File: src/rtl/psg_pkg.sv
package psg_pkg;

    typedef enum logic [1:0] {
        SEQ_IDLE   = 2'd0,
        SEQ_DELAY  = 2'd1,
        SEQ_ACTIVE = 2'd2
    } seq_state_t;

    localparam int          ADDR_W    = 2;
    localparam logic [1:0]  ADDR_PORT = 2'd0;
    localparam logic [1:0]  ADDR_DIR  = 2'd1;
    localparam logic [1:0]  ADDR_CTRL = 2'd2;
    localparam int          CTRL_EN_BIT = 0;

endpackage

File: src/rtl/psg_sync.sv
module psg_sync #(
    parameter int WIDTH  = 8,
    parameter int STAGES = 2
) (
    input  logic             clk,
    input  logic             rst,
    input  logic [WIDTH-1:0] async_in,
    output logic [WIDTH-1:0] sync_out
);

    logic [WIDTH-1:0] stage_q [STAGES];

    genvar g;
    generate
        for (g = 0; g < STAGES; g++) begin : g_stage
            if (g == 0) begin : g_first
                always_ff @(posedge clk) begin
                    if (rst) stage_q[g] <= '0;
                    else     stage_q[g] <= async_in;
                end
            end else begin : g_next
                always_ff @(posedge clk) begin
                    if (rst) stage_q[g] <= '0;
                    else     stage_q[g] <= stage_q[g-1];
                end
            end
        end
    endgenerate

    assign sync_out = stage_q[STAGES-1];

endmodule

File: src/rtl/psg_strobe_seq.sv
module psg_strobe_seq
    import psg_pkg::*;
#(
    parameter int DELAY = 2,
    parameter int WIDTH = 2
) (
    input  logic clk,
    input  logic rst,
    input  logic enable,
    input  logic trigger,
    output logic strobe_n
);

    localparam int MAXC = (DELAY > WIDTH) ? DELAY : WIDTH;
    localparam int CW   = $clog2(MAXC + 1);
    localparam logic [CW-1:0] DLY_C = CW'(DELAY);
    localparam logic [CW-1:0] WID_C = CW'(WIDTH);
    localparam logic [CW-1:0] ONE_C = CW'(1);

    seq_state_t    state_q, state_nxt;
    logic [CW-1:0] cnt_q, cnt_nxt;
    logic          strobe_n_q;

    // next-state logic
    always_comb begin
        state_nxt = state_q;
        cnt_nxt   = cnt_q;
        if (!enable) begin
            state_nxt = SEQ_IDLE;
            cnt_nxt   = '0;
        end else if (trigger) begin
            state_nxt = SEQ_DELAY;
            cnt_nxt   = ONE_C;
        end else begin
            unique case (state_q)
                SEQ_IDLE: begin
                    cnt_nxt = '0;
                end
                SEQ_DELAY: begin
                    if (cnt_q == DLY_C) begin
                        state_nxt = SEQ_ACTIVE;
                        cnt_nxt   = ONE_C;
                    end else begin
                        cnt_nxt = cnt_q + ONE_C;
                    end
                end
                SEQ_ACTIVE: begin
                    if (cnt_q == WID_C) begin
                        state_nxt = SEQ_IDLE;
                        cnt_nxt   = '0;
                    end else begin
                        cnt_nxt = cnt_q + ONE_C;
                    end
                end
                default: begin
                    state_nxt = SEQ_IDLE;
                    cnt_nxt   = '0;
                end
            endcase
        end
    end

    // state register
    always_ff @(posedge clk) begin
        if (rst) begin
            state_q <= SEQ_IDLE;
            cnt_q   <= '0;
        end else begin
            state_q <= state_nxt;
            cnt_q   <= cnt_nxt;
        end
    end

    // registered output
    always_ff @(posedge clk) begin
        if (rst) strobe_n_q <= 1'b1;
        else     strobe_n_q <= (state_nxt != SEQ_ACTIVE);
    end

    assign strobe_n = strobe_n_q;

endmodule

File: src/rtl/psg_regfile.sv
module psg_regfile
    import psg_pkg::*;
#(
    parameter int DW = 8
) (
    input  logic              clk,
    input  logic              rst,
    input  logic [ADDR_W-1:0] cpu_addr,
    input  logic              cpu_wr_en,
    input  logic              cpu_rd_en,
    input  logic [DW-1:0]     cpu_wdata,
    input  logic [DW-1:0]     sync_in,
    output logic [DW-1:0]     cpu_rdata,
    output logic [DW-1:0]     port_out,
    output logic [DW-1:0]     port_oe,
    output logic              strobe_en,
    output logic              port_wr_hit,
    output logic              port_rd_hit
);

    logic [DW-1:0] out_q, oe_q, rdata_q;
    logic          en_q;

    assign port_wr_hit = cpu_wr_en && (cpu_addr == ADDR_PORT);
    assign port_rd_hit = cpu_rd_en && (cpu_addr == ADDR_PORT);

    always_ff @(posedge clk) begin
        if (rst) begin
            out_q <= '0;
            oe_q  <= '0;
            en_q  <= 1'b0;
        end else if (cpu_wr_en) begin
            unique case (cpu_addr)
                ADDR_PORT: out_q <= cpu_wdata;
                ADDR_DIR:  oe_q  <= cpu_wdata;
                ADDR_CTRL: en_q  <= cpu_wdata[CTRL_EN_BIT];
                default:   ;
            endcase
        end
    end

    always_ff @(posedge clk) begin
        if (rst) begin
            rdata_q <= '0;
        end else if (cpu_rd_en) begin
            unique case (cpu_addr)
                ADDR_PORT: rdata_q <= sync_in;
                ADDR_DIR:  rdata_q <= oe_q;
                ADDR_CTRL: rdata_q <= {{(DW-1){1'b0}}, en_q};
                default:   rdata_q <= '0;
            endcase
        end
    end

    assign cpu_rdata = rdata_q;
    assign port_out  = out_q;
    assign port_oe   = oe_q;
    assign strobe_en = en_q;

endmodule

File: src/rtl/port_strobe_gen.sv
module port_strobe_gen
    import psg_pkg::*;
#(
    parameter int DW        = 8,
    parameter int WR_DELAY  = 2,
    parameter int RD_DELAY  = 3,
    parameter int STB_WIDTH = 2,
    parameter int SYNC_STG  = 2
) (
    input  logic              clk,
    input  logic              rst,
    input  logic [ADDR_W-1:0] cpu_addr,
    input  logic              cpu_wr_en,
    input  logic              cpu_rd_en,
    input  logic [DW-1:0]     cpu_wdata,
    output logic [DW-1:0]     cpu_rdata,
    input  logic [DW-1:0]     pin_in,
    output logic [DW-1:0]     pin_out,
    output logic [DW-1:0]     pin_oe,
    output logic              rd_n,
    output logic              wr_n
);

    logic [DW-1:0] pin_sync;
    logic          strobe_en;
    logic          port_wr_hit, port_rd_hit;
    logic          wr_trig, rd_trig;

    psg_sync #(.WIDTH(DW), .STAGES(SYNC_STG)) u_sync (
        .clk      (clk),
        .rst      (rst),
        .async_in (pin_in),
        .sync_out (pin_sync)
    );

    psg_regfile #(.DW(DW)) u_regs (
        .clk         (clk),
        .rst         (rst),
        .cpu_addr    (cpu_addr),
        .cpu_wr_en   (cpu_wr_en),
        .cpu_rd_en   (cpu_rd_en),
        .cpu_wdata   (cpu_wdata),
        .sync_in     (pin_sync),
        .cpu_rdata   (cpu_rdata),
        .port_out    (pin_out),
        .port_oe     (pin_oe),
        .strobe_en   (strobe_en),
        .port_wr_hit (port_wr_hit),
        .port_rd_hit (port_rd_hit)
    );

    // qualify with the enable value held before the access edge
    assign wr_trig = port_wr_hit && strobe_en;
    assign rd_trig = port_rd_hit && strobe_en;

    psg_strobe_seq #(.DELAY(WR_DELAY), .WIDTH(STB_WIDTH)) u_wr_seq (
        .clk      (clk),
        .rst      (rst),
        .enable   (strobe_en),
        .trigger  (wr_trig),
        .strobe_n (wr_n)
    );

    psg_strobe_seq #(.DELAY(RD_DELAY), .WIDTH(STB_WIDTH)) u_rd_seq (
        .clk      (clk),
        .rst      (rst),
        .enable   (strobe_en),
        .trigger  (rd_trig),
        .strobe_n (rd_n)
    );

endmodule

File: config.mk
export PLATFORM = sky130hd
export DESIGN_NAME = port_strobe_gen
export DESIGN_NICKNAME = d
export VERILOG_FILES = /design/src/rtl/psg_pkg.sv /design/src/rtl/psg_sync.sv /design/src/rtl/psg_strobe_seq.sv /design/src/rtl/psg_regfile.sv /design/src/rtl/port_strobe_gen.sv
export SDC_FILE = /design/constraint.sdc
export NUM_CORES = 1
export LEC_CHECK = 0
export ABC_AREA = 1
export BUFFER_PORTS_ARGS = -buffer_cell sky130_fd_sc_hd__buf_4
export CORE_MARGIN = 10
export CORE_UTILIZATION = 55
export CTS_BUF_LIST = sky130_fd_sc_hd__clkbuf_16
export DETAILED_ROUTE_END_ITERATION = 8
export GPL_ROUTABILITY_DRIVEN = 0
export PLACE_DENSITY_LB_ADDON = 0.15
export SLEW_MARGIN = 20
export SYNTH_ARGS = -nofsm -noshare
export SYNTH_HDL_FRONTEND = slang
export SYNTH_SLANG_ARGS = --single-unit
File: constraint.sdc
create_clock -name clk -period 2.6 [get_ports clk]
set_input_delay 0.39 -clock clk [delete_from_list [all_inputs] [get_ports clk]]
set_output_delay 0.39 -clock clk [all_outputs]
set_load 0.01 [all_outputs]
==> flow_metrics.tcl <==
set metrics [dict create \
    outcome "finished, final reports clean" \
    drt_iter0_drc 142 \
    cp_slowest_cell "dfxtp_1" \
    cts_buffer_depth 2 \
    viasPerCell 4.79 \
    syn_avg_cell_area_um2 7.81 \
    ys_ff_latch 51 \
    grt_use_total_pct 13.6 \
    max_cap_violations 0 \
    grt_max_degree 28 \
    slowest_delay_ns 0.41 \
    drt-total-wl_um 4400 \
    dieArea_um2 6670 \
    die_x_um 81.7 \
    diodes 0 \
    antenna_found_initial 0 \
    holdBufCountCts 0 \
    hpwl_um 3260 \
    worstPathCellList "inv_1 > ha_1 > inv_1 > nand2_1 > nand2_1 > nand2_1 > nand2_1 > nand2_1 > nand2_1 > nand2_1" \
    yosysWarnings 0 \
    critical_path_class "flop to flop" \
    endpoint_kind "flop" \
    initial_core_util_pct 57.1 \
    synth-seq-area-share_pct 48.8 \
    nets 348 \
    clk_pin_slew_ns 0.06 \
    clk_latency_ns 0.28 \
    post-route-drc-count 0 \
    synth_cells 268 \
    dp_cells 354 \
    fmax_mhz 731 \
    crit_path_max_fanout 5 \
    dr.pass1.iters 4 \
    die_y_um 81.7 \
    cellPowerDensity_nw_per_um2 639 \
    stdcell_count 362 \
    fillers 303 \
    cts_setup_buffers 0 \
    clock-sinks 51 \
    ctsRootBufferMaster "clkbuf_16" \
    final_cell_mix "dfxtp_1, nand2_1, buf_4, inv_1, nor2_1" \
    grt_pass1_vias 1613 \
    finalCriticalPeriod_ns 1.37 \
    ios 48 \
    post-route-util_pct 71.4 \
    power_leakage_nw 1.22 \
    crit_path_start_kind "flop" \
    ctsHtreeMaxLevel 2 \
    skew_ns 0.00344 \
    drv_slew 0 \
    crit_required_ns 2.78 \
    min_period_over_period_pct 52.6 \
    cts_buffers 5 \
    grt_pass1_wl_um 7270 \
    drive_above_1_share_pct 19.1 \
    hold_viol 0 \
    synth.distinct_cells 22 \
    setup_violations 0 \
    arrival_ns 1.55 \
    synthesis.area_um2 2090 \
    rsz0062_at_grt "no" \
    worst_pin_slew_ns 0.481 \
    holdWs_ns 0.308 \
    synthesis.nets 303 \
    dr_total_vias 1734 \
    post_cts_resize_count 0 \
    setup_tns_ns 0 \
    slew_headroom_pct 67.9 \
    rows 22 \
    area_growth_pct 24.9 \
    core_region_area_um2 3660 \
    finalPower_mw 1.67 \
    portBuffers 47 \
    wl_per_cell_um 12.1 \
    grt_overflow 0 \
    synth_area_leader_cell "dfxtp_1" \
    synthTopCellsByArea "dfxtp_1, nand2_1, ha_1" \
    reg2reg_setup_slack_ns 1.23 \
    cts_tree "done" \
    crit_top_cell "nand2_1" \
    worstHoldPathType "input pin to flop" \
    yosysTopAreaCellShare_pct 48.8 \
    final_common_cell "dfxtp_1" \
    ant_nets 0 \
    ir_worst_vdd_uv 403 \
]
[worst paths after layout]
| check | cells past startpoint | from | endpoint |
|---|---|---|---|
| min | 3 | pin_in[1] | u_sync.stage_q[0][1]$_SDFF_PP0_ |
| max | 10 | u_wr_seq.state_q[1]$_SDFF_PP0_ | u_wr_seq.strobe_n$_SDFF_PP1_ |
| min reg2reg | 2 | u_sync.stage_q[0][5]$_SDFF_PP0_ | u_sync.stage_q[1][5]$_SDFF_PP0_ |
| max reg2reg | 10 | u_wr_seq.state_q[1]$_SDFF_PP0_ | u_wr_seq.strobe_n$_SDFF_PP1_ |
[worst max-delay path, delay by kind of cell (launching register included)]
family	cells	cell delay, ns
fa+ha+maj	1	0.21
flops	1	0.41
simple gates	7	0.47
buf+inv	2	0.18
[synthesized netlist by cell type, drive strengths merged]
cell type and n:
dfxtp 51, nand2 51, inv 44, nor2 39, nand3 24, a21oi 15
ha 13, o21ai 11, buf 8, o211ai 7, a21boi 1, a31oi 1
clkbuf 1, nor3 1, nor4 1
[layer usage]
layer  vias up  global-route usage, %  share of wire [%]
met2        51                   22.7                 48
li1        925                      -                  -
met4         0                   3.57               0.59
met3         4                   6.22                8.8
met1       754                   15.5                 43
met5         -                      0                  0
[state kept, by name (all words and copies together) (netlist names)]
name / flops
u_sync.stage_q: 16
u_rd_seq.cnt_q: 2
u_wr_seq.state_q: 2
u_wr_seq.strobe_n: 1
u_rd_seq.strobe_n: 1
u_regs.port_oe: 8
u_wr_seq.cnt_q: 2
u_rd_seq.state_q: 2
u_regs.strobe_en: 1
u_regs.port_out: 8
u_regs.cpu_rdata: 8
[power by group]
part           switching [mW]  internal (mW)
Combinational          0.0747         0.0635
Clock                   0.258          0.448
Sequential             0.0144          0.811
[stage by stage]
step           setup WS, ns  cell area (µm²)
6_report               1.23             2610
5_1_grt                1.07             2610
4_1_cts                1.24             2610
3_5_place_dp           1.14             2450
3_3_place_gp           1.21             2450
2_1_floorplan          1.45             2090
[cell families (layout without fill, tap and decap cells)]
family | after synthesis | count (layout) | synth area share (%)
adders and majority gates | 13 | 13 | 7.78
buffers and inverters | 53 | 99 | 10.5
and+or+nand+nor | 116 | 116 | 23.5
AOI/OAI and AO/OA | 35 | 35 | 9.39
DFF | 51 | 51 | 48.8
[layout make-up]
cell class,instances,area (µm²),area share (%)
Clock inverter,3,38.8,1.48
Clock buffer,5,125,4.79
Timing Repair Buffer,47,353,13.5
Tap cell,48,60.1,2.30
Sequential cell,51,1020,39.1
Inverter,44,165,6.32
Multi-Input combinational cell,164,851,32.6
(Power assumes the default switching activity.)
